===== config.mk =====
export PLATFORM = sky130hd
export DESIGN_NAME = ones_clk_recover
export DESIGN_NICKNAME = d
export VERILOG_FILES = /design/src/rtl/ocr_pkg.sv /design/src/rtl/ocr_edge_det.sv /design/src/rtl/ocr_phase_trk.sv /design/src/rtl/ocr_retime.sv /design/src/rtl/ones_clk_recover.sv
export SDC_FILE = /design/constraint.sdc
export NUM_CORES = 1
export LEC_CHECK = 0
export BUFFER_PORTS_ARGS = -buffer_cell sky130_fd_sc_hd__buf_2
export CORE_MARGIN = 2
export CORE_UTILIZATION = 25
export CTS_BUF_LIST = sky130_fd_sc_hd__clkbuf_16
export DETAILED_ROUTE_END_ITERATION = 10
export PLACE_DENSITY_LB_ADDON = 0.12
export SLEW_MARGIN = 20
export SYNTH_ARGS = -nofsm -noshare
export SYNTH_HDL_FRONTEND = slang
export SYNTH_HIERARCHICAL = 1
export SYNTH_SLANG_ARGS = --single-unit

===== constraint.sdc =====
create_clock -name clk -period 3.35 [get_ports clk]
set_input_delay 0.67 -clock clk [delete_from_list [all_inputs] [get_ports clk]]
set_output_delay 0.67 -clock clk [all_outputs]
set_load 0.01 [all_outputs]

===== src/rtl/ocr_pkg.sv =====
package ocr_pkg;
    // Correction applied to the phase counter on an accepted pulse edge.
    typedef enum logic [1:0] {
        ADJ_NONE = 2'd0,
        ADJ_HOLD = 2'd1,
        ADJ_SKIP = 2'd2
    } adj_e;
endpackage


===== src/rtl/ocr_edge_det.sv =====
module ocr_edge_det (
    input  logic clk,
    input  logic rst_n,
    input  logic pulse_in,
    input  logic los_in,
    output logic rise_o
);
    typedef struct packed {
        logic level;
    } edg_t;

    edg_t edg_d, edg_q;

    always_comb begin
        edg_d       = edg_q;
        edg_d.level = pulse_in;
    end

    always_ff @(posedge clk) begin
        if (!rst_n) edg_q <= '0;
        else        edg_q <= edg_d;
    end

    // Only a low-to-high step counts, and none while the signal is lost.
    assign rise_o = pulse_in & ~edg_q.level & ~los_in;


    no_double_rise_chk: assert property (@(posedge clk) disable iff (!rst_n)
        rise_o |=> !rise_o);
endmodule


===== src/rtl/ocr_phase_trk.sv =====
module ocr_phase_trk
    import ocr_pkg::*;
#(
    parameter int PHASES = 48
) (
    input  logic                      clk,
    input  logic                      rst_n,
    input  logic                      rise_i,
    output logic [$clog2(PHASES)-1:0] phase_o,
    output logic                      rclk_o
);
    localparam int PW   = $clog2(PHASES);
    localparam int HALF = PHASES / 2;
    localparam logic [PW-1:0] HALF_P = PW'(HALF);

    typedef struct packed {
        logic [PW-1:0] phase;
        logic          rclk;
        logic          armed;
    } trk_t;

    trk_t trk_d, trk_q;
    adj_e adj;

    function automatic logic [PW-1:0] wrap_add(input logic [PW-1:0] p, input int k);
        int s;
        s = int'(p) + k;
        if (s >= PHASES) s = s - PHASES;
        return PW'(s);
    endfunction

    always_comb begin
        adj = ADJ_NONE;
        if (rise_i && trk_q.phase != '0)
            adj = (trk_q.phase < HALF_P) ? ADJ_HOLD : ADJ_SKIP;

        trk_d       = trk_q;
        trk_d.armed = 1'b1;
        case (adj)
            ADJ_HOLD: trk_d.phase = trk_q.phase;
            ADJ_SKIP: trk_d.phase = wrap_add(trk_q.phase, 2);
            default:  trk_d.phase = wrap_add(trk_q.phase, 1);
        endcase
        trk_d.rclk = (trk_d.phase < HALF_P);
    end

    always_ff @(posedge clk) begin
        if (!rst_n) begin
            trk_q.phase <= '0;
            trk_q.rclk  <= 1'b1;
            trk_q.armed <= 1'b0;
        end else begin
            trk_q <= trk_d;
        end
    end

    assign phase_o = trk_q.phase;
    assign rclk_o  = trk_q.rclk;


    phase_range_chk: assert property (@(posedge clk) disable iff (!rst_n)
        phase_o < PW'(PHASES));


    free_step_chk: assert property (@(posedge clk) disable iff (!rst_n)
        trk_q.armed && !$past(rise_i) |-> phase_o == wrap_add($past(phase_o), 1));


    late_hold_chk: assert property (@(posedge clk) disable iff (!rst_n)
        trk_q.armed && $past(rise_i) && $past(phase_o) != '0 && $past(phase_o) < HALF_P
        |-> phase_o == $past(phase_o));


    clk_fall_chk: assert property (@(posedge clk) disable iff (!rst_n)
        trk_q.armed && $fell(rclk_o) |-> phase_o == HALF_P);
endmodule


===== src/rtl/ocr_retime.sv =====
module ocr_retime #(
    parameter int PHASES = 48
) (
    input  logic                      clk,
    input  logic                      rst_n,
    input  logic                      rise_i,
    input  logic                      los_in,
    input  logic [$clog2(PHASES)-1:0] phase_i,
    output logic                      rdata_o,
    output logic                      stb_o
);
    localparam int PW = $clog2(PHASES);
    localparam logic [PW-1:0] HALF_P = PW'(PHASES / 2);

    typedef struct packed {
        logic seen;
        logic rdata;
        logic stb;
        logic armed;
    } rt_t;

    rt_t rt_d, rt_q;

    always_comb begin
        rt_d       = rt_q;
        rt_d.armed = 1'b1;
        rt_d.stb   = (phase_i == HALF_P);
        if (los_in) begin
            rt_d.seen  = 1'b0;
            rt_d.rdata = 1'b0;
        end else if (phase_i == HALF_P) begin
            rt_d.rdata = rt_q.seen;
            rt_d.seen  = rise_i;
        end else begin
            rt_d.seen = rt_q.seen | rise_i;
        end
    end

    always_ff @(posedge clk) begin
        if (!rst_n) rt_q <= '0;
        else        rt_q <= rt_d;
    end

    assign rdata_o = rt_q.rdata;
    assign stb_o   = rt_q.stb;


    stb_place_chk: assert property (@(posedge clk) disable iff (!rst_n)
        rt_q.armed && stb_o |-> $past(phase_i) == HALF_P);


    data_hold_chk: assert property (@(posedge clk) disable iff (!rst_n)
        rt_q.armed && !stb_o && !$past(los_in) |-> $stable(rdata_o));


    los_quiet_chk: assert property (@(posedge clk) disable iff (!rst_n)
        rt_q.armed && $past(los_in) |-> !rdata_o);
endmodule


===== src/rtl/ones_clk_recover.sv =====
module ones_clk_recover #(
    parameter int SUB_PHASES = 16,
    parameter int NUM_CLKS   = 3
) (
    input  logic                                       clk,
    input  logic                                       rst_n,
    input  logic                                       pulse_in,
    input  logic                                       los_in,
    output logic                                       rclk,
    output logic                                       bit_stb,
    output logic                                       rdata,
    output logic [$clog2(SUB_PHASES*NUM_CLKS)-1:0]     phase
);
    localparam int PHASES = SUB_PHASES * NUM_CLKS;
    localparam int PW     = $clog2(PHASES);

    logic          rise;
    logic [PW-1:0] phase_w;

    ocr_edge_det u_edge (
        .clk      (clk),
        .rst_n    (rst_n),
        .pulse_in (pulse_in),
        .los_in   (los_in),
        .rise_o   (rise)
    );

    ocr_phase_trk #(.PHASES(PHASES)) u_trk (
        .clk     (clk),
        .rst_n   (rst_n),
        .rise_i  (rise),
        .phase_o (phase_w),
        .rclk_o  (rclk)
    );

    ocr_retime #(.PHASES(PHASES)) u_rt (
        .clk     (clk),
        .rst_n   (rst_n),
        .rise_i  (rise),
        .los_in  (los_in),
        .phase_i (phase_w),
        .rdata_o (rdata),
        .stb_o   (bit_stb)
    );

    assign phase = phase_w;


    stb_single_chk: assert property (@(posedge clk) disable iff (!rst_n)
        bit_stb |=> !bit_stb);
endmodule


==> metrics.yaml, run 1 <==
critical_path:
  slowest_delay_ns: 0.63
  worstPathBufferInverterCount: 1
  path_delay_family: "compound AO/OA/AOI/OAI gates"
  worst-path-max-fanout: 13
  slowest_stage: "dfxtp_1"
  r2r_setup_slack_ns: 0.67
  crit_type: "reg -> reg"
  path_cells: "ha_1, nand4_1, xor2_1, inv_1, ha_1, nand3_1, a2bb2oi_1, nand2_1, o211ai_1, a2bb2oi_2"
  end_kind: "flop"
  worstPathArrival_ns: 2.85
  cp.required_ns: 3.52
  start_kind: "flop"
  critPathMostFrequentCell: "ha_1"
logic_synthesis:
  synth_top_cell_by_area: "dfxtp_1"
  synth_fp_nets: 94
  synthArstFlopShare_pct: 0
  synth_top_area_share_pct: 28.4
  syn_inst: 85
  ys_types: 39
  synth_warnings: 6
  synth_area_um2: 776
  synth-seq-cells: 11
  synth-edff-count: 0
  yosys-top-cells-count: "dfxtp_1, nand2_1, xnor2_1"
  yosysMostFrequentCell: "dfxtp_1"
  ys.flop_type: "dfxtp_1"
  synth.area.top_cells: "dfxtp_1, ha_1, xnor2_1"
  ys_seq_area_share_pct: 28.4
  syn_avg_cell_area_um2: 9.13
placed_design:
  portBuffers: 12
  gp_congestion: 0.798
  post-dp-hpwl_um: 1230
  preCtsSetupSlack_ns: 0.694
power_and_ir_drop:
  power_density_nw_per_um2: 488
  p_leak_nw: 0.382
  vdd_drop_max_mv: 0.256
global_route:
  antenna_found_initial: 0
  grt_max_degree: 14
  grt_pass1_wl_um: 2920
  overflow: 0
  grt_pass1_vias: 593
  track_usage_pct: 11.0
sta:
  min_period_ns: 2.68
  fin_tns_setup_ns: 0
  whs_ns: 0.454
  rsz0062_at_grt: "false"
  tightest_slew_ns: 0.511
  max-slew-margin-rel_pct: 65.9
  drv_slew: 0
  fin_skew_ns: 0.00426
  hold_viol: 0
  clock.fmax_mhz: 373
  layout_setup_ws_ns: 0.671
  setup_viol: 0
  fin_crit_sh_pct: 80.0
route:
  vias: 625
  wl_met2_um: 736
  drt-total-wl_um: 1700
  avgViaCountPerCell: 4.81
  top_layer_used: "met3"
  drc_errors: 0
  m1WireLength_um: 902
  wire_per_inst_um: 13.1
  dr.pass1.iters: 3
  wl_met3_um: 58
  drtIter0Drc: 5
  antenna_left: 0
floorplanning:
  core_region_area_um2: 3000
  ios: 13
  die-area_um2: 3560
  die_h_um: 59.7
  initial_core_util_pct: 25.8
  rows: 20
  die_x_um: 59.7
clock_tree:
  clockBufferDepth: 2
  h-tree-depth: 1
  root_buffer: "clkbuf_16"
  postCtsHoldBufs: 0
  cts_resized: 0
  cts_setup_buffers: 0
  clkTransAtPathRegs_ns: 0.04
  cts_tree: "done"
  cts_buffers: 3
  insertion_delay_ns: 0.24
  cts_sinks: 11
layout:
  area_growth_pct: 19.8
  fill_cells: 322
  fin_nets: 107
  drive_above_1_share_pct: 26.8
  final_core_util_pct: 31.0
  num_antenna_cells: 0
flow_run:
  drv_cap: 0
outcome:
  outcome: "finished clean"
worst_hold_path:
  hold_path_class: "reg -> reg"
[worst reg2reg max path, cell delays in order, from the launching register on]
cell       delay (ns)
dfxtp_1          0.63
ha_1             0.39
nand4_1          0.14
xor2_1           0.24
inv_1            0.07
ha_1             0.20
nand3_1          0.07
a2bb2oi_1        0.35
nand2_1          0.10
o211ai_1         0.27
a2bb2oi_2        0.15
[cells by family (layout without fill, tap and decap cells)]
group,after synthesis,count (layout),synth area share (%)
simple gates,34,34,26.0
compound gates,19,19,22.6
flops,11,11,28.4
buf+inv,8,20,5.81
xor+xnor,7,7,7.90
fa+ha+maj,5,5,8.06
mux,1,1,1.29
[cell usage in the layout (no fill, tap or decap), types with 2 or more instances in the layout]
cell type   n
buf_2      12
dfxtp_1    11
nand2_1     8
xnor2_1     6
ha_1        5
inv_1       4
o21ai_0     4
nand3_1     4
clkbuf_16   3
and2_1      3
nor2b_1     3
nor2_1      3
nand4_1     2
nor3b_1     2
a31oi_1     2
a21boi_0    2
[metal layers]
| layer | vias to the layer above | track usage, % |
|---|---|---|
| met5 | - | 0 |
| met4 | 0 | 2.86 |
| met3 | 0 | 3.90 |
| met2 | 9 | 16.3 |
| met1 | 286 | 15.1 |
| li1 | 330 | - |
[final cells by class]
type / instances / area (um2) / area share (%)
clock buffer: 3 / 75.1 / 8.08
tap: 33 / 41.3 / 4.44
multi-input combinational: 66 / 510 / 54.9
timing repair buffer: 13 / 67.6 / 7.27
clock inverter: 1 / 3.75 / 0.404
inverter: 3 / 11.3 / 1.21
sequential: 11 / 220 / 23.7
[metrics by stage]
step | power [mW] | instances | instance area, um2
final | 0.453 | 130 | 930
after global routing | 0.480 | 130 | 930
after CTS | 0.464 | 130 | 930
after detailed placement | 0.242 | 126 | 851
after global placement | 0.243 | 126 | 851
after floorplan | 0.218 | 85 | 776
[sequential cells by signal (all words and copies together) (netlist names)]
| name | cells |
|---|---|
| u_edge/edg_q | 1 |
| u_rt/stb_o | 1 |
| u_trk/rclk_o | 1 |
| u_rt/rt_q | 1 |
| u_rt/rdata_o | 1 |
| u_trk/phase_o | 6 |
[power by group]
| group | leakage (nW) | internal (mW) | total [mW] | switching [mW] |
|---|---|---|---|---|
| clock network | 0.0423 | 0.157 | 0.215 | 0.0585 |
| registers | 0.0898 | 0.141 | 0.159 | 0.0179 |
| logic | 0.250 | 0.0355 | 0.0797 | 0.0442 |
| total | 0.382 | 0.333 | 0.453 | 0.121 |
[path summary, 6_finish.rpt]
check	start	end	depth (start not counted)
max	u_trk/phase_o[2]$_SDFFE_PN0P_	u_trk/rclk_o$_SDFF_PN1_	10
min	u_rt/rdata_o$_SDFFE_PP0N_	u_rt/rdata_o$_SDFFE_PP0N_	2
max reg2reg	u_trk/phase_o[2]$_SDFFE_PN0P_	u_trk/rclk_o$_SDFF_PN1_	10
min reg2reg	u_rt/rdata_o$_SDFFE_PP0N_	u_rt/rdata_o$_SDFFE_PP0N_	2
Note: power is estimated with default switching activity, not from simulation.
==> run 2, diff against run 1 <==
Clock period 3.35 ns to 2.3 ns, I/O delays scaled along.
==> run 2 against run 1 <==
Against the previous run: clock-buffer cell count did not move; combinational power rose by 84%; clock skew fell by 0.0029 ns; setup slack got worse by 0.42 ns; critical endpoint unchanged; maximum frequency rose by 30%; register-to-register slack got worse by 0.42 ns; power rose by 51%; first-iteration DRC count rose to 5.6 times the previous value; cell count rose by 9.2%; non-clock buffer count rose by 12; clock power rose by 46%; largest cell class unchanged.
==> metrics.yaml, run 2 (synthesis results as in run 1) <==
sta:
  drv_slew: 0  # unchanged
  hold_viol: 0  # unchanged
  clock.fmax_mhz: 487  # +30%
  rsz0062_at_grt: "false"
  setup_viol: 0  # unchanged
  fin_crit_sh_pct: 89.3  # +9.3 points
  fin_skew_ns: 0.00137  # -0.00290 ns
  min_period_ns: 2.05  # -0.626 ns
  tightest_slew_ns: 0.344  # -0.167 ns
  whs_ns: 0.441  # -0.0128 ns
  max-slew-margin-rel_pct: 76.8  # +11 points
  fin_tns_setup_ns: 0  # unchanged
floorplanning:
  initial_core_util_pct: 25.8  # unchanged
  die-area_um2: 3560  # unchanged
  die_h_um: 59.7  # unchanged
  core_region_area_um2: 3000  # unchanged
  die_x_um: 59.7  # unchanged
  rows: 20  # unchanged
  ios: 13  # unchanged
clock_tree:
  root_buffer: "clkbuf_16"
  cts_sinks: 11  # unchanged
  h-tree-depth: 1  # unchanged
  cts_setup_buffers: 0  # unchanged
  clockBufferDepth: 2  # unchanged
  clkTransAtPathRegs_ns: 0.04  # about the same
  postCtsHoldBufs: 0  # unchanged
  cts_resized: 0  # unchanged
  cts_buffers: 3  # unchanged
  cts_tree: "done"
  insertion_delay_ns: 0.24  # about the same
layout:
  final_core_util_pct: 34.4  # +3.5 points
  mostFrequentLayoutCell: "buf_4"
  ff_latch_area_um2: 220  # unchanged
  fill_cells: 320  # -0.62%
  multi_input_area_um2: 524  # +2.7%
  largest_reg_flops: 6  # unchanged
  num_antenna_cells: 0  # unchanged
  drive_above_1_share_pct: 36.7  # +9.9 points
  fin_nets: 119  # +11%
  mostFrequentLayoutCells: "buf_4, buf_2, dfxtp_1"
  area_growth_pct: 33.2
  finalInstanceArea_um2: 1030  # +11%
route:
  drc_errors: 0  # unchanged
  vias: 685  # +9.6%
  avgViaCountPerCell: 4.82  # +0.34%
  drtIter0Drc: 28  # +23
  antenna_left: 0  # unchanged
  drt-total-wl_um: 1840  # +8.2%
  dr.pass1.iters: 4  # +1
  wire_per_inst_um: 12.9  # -0.90%
power_and_ir_drop:
  power_density_nw_per_um2: 660  # +35%
  vdd_drop_max_mv: 0.343  # +34%
  p_leak_nw: 0.448  # +17%
  power_mw: 0.683  # +51%
global_route:
  top_usage_layer: "met2"
  grt_max_degree: 13  # -1
  grt_pass1_wl_um: 2960  # +1.4%
  grt_pass1_vias: 593  # unchanged
  overflow: 0  # unchanged
  use_met3_pct: 4.55  # +0.65 points
  grt_util_met2_pct: 16.5  # +0.16 points
  track_usage_pct: 11.4  # +0.44 points
  antenna_found_initial: 0  # unchanged
  met1_usage_pct: 15.8  # +0.75 points
critical_path:
  crit_type: "reg -> reg"
  worstPathArrival_ns: 2.23  # -0.62 ns
  end_kind: "flop"
  cp.required_ns: 2.48  # -1.04 ns
  slowest_stage: "dfxtp_1"
  slowest_delay_ns: 0.46  # -0.17 ns
  path_delay_family: "simple AND/OR/NAND/NOR gates"
  start_kind: "flop"
  worst-path-max-fanout: 6  # -7
  path_cells: "ha_1, nand3_1, xnor2_1, ha_1, nand3_1, a2bb2oi_2, nor2b_1, nor3_1, a2bb2oi_2"
  worstPathBufferInverterCount: 0  # -1
placed_design:
  gp_congestion: 0.784  # -1.8%
  portBuffers: 12  # unchanged
  dpl_cell_area_um2: 941  # +11%
  post-dp-hpwl_um: 1420  # +16%
outcome:
  outcome: "finished clean"
worst_hold_path:
  hold_path_class: "in -> reg"
flow_run:
  drv_cap: 0  # unchanged
[run 2: layout make-up]
type | instances | area share, %
clock buffer | 3 | 7.26
clock inverter | 1 | 0.363
inverter | 3 | 1.09
sequential | 11 | 21.3
tap | 33 | 4.00
multi-input combinational | 66 | 50.7
timing repair buffer | 25 | 15.3
[run 2: path summary, 6_finish.rpt]
path / from / endpoint / slack, ns / cells past startpoint
min reg2reg: u_rt/rdata_o$_SDFFE_PP0N_ / u_rt/rdata_o$_SDFFE_PP0N_ / 0.46 / 2
max: u_trk/phase_o[0]$_SDFFE_PN0P_ / u_trk/rclk_o$_SDFF_PN1_ / 0.25 / 9
min: pulse_in / u_edge/edg_q$_SDFF_PN0_ / 0.44 / 2
max reg2reg: u_trk/phase_o[0]$_SDFFE_PN0P_ / u_trk/rclk_o$_SDFF_PN1_ / 0.25 / 9
[run 2: layer usage]
metal	share of wire [%]	wire length (um)
met5	0	0
met4	0	0
met3	4.0	73
met2	45	827
met1	51	936
[run 2: per-stage QoR]
stage | cells | setup slack [ns]
6_report | 142 | 0.246
3_3_place_gp | 138 | 0.228
4_1_cts | 142 | 0.107
5_1_grt | 142 | 0.0112
2_1_floorplan | 85 | 0.0696
3_5_place_dp | 138 | 0.130
[run 2: report_power, final]
part	switching, mW	internal, mW	total [mW]
clock	0.0859	0.228	0.314
sequential	0.0167	0.205	0.222
combinational	0.0787	0.0682	0.147
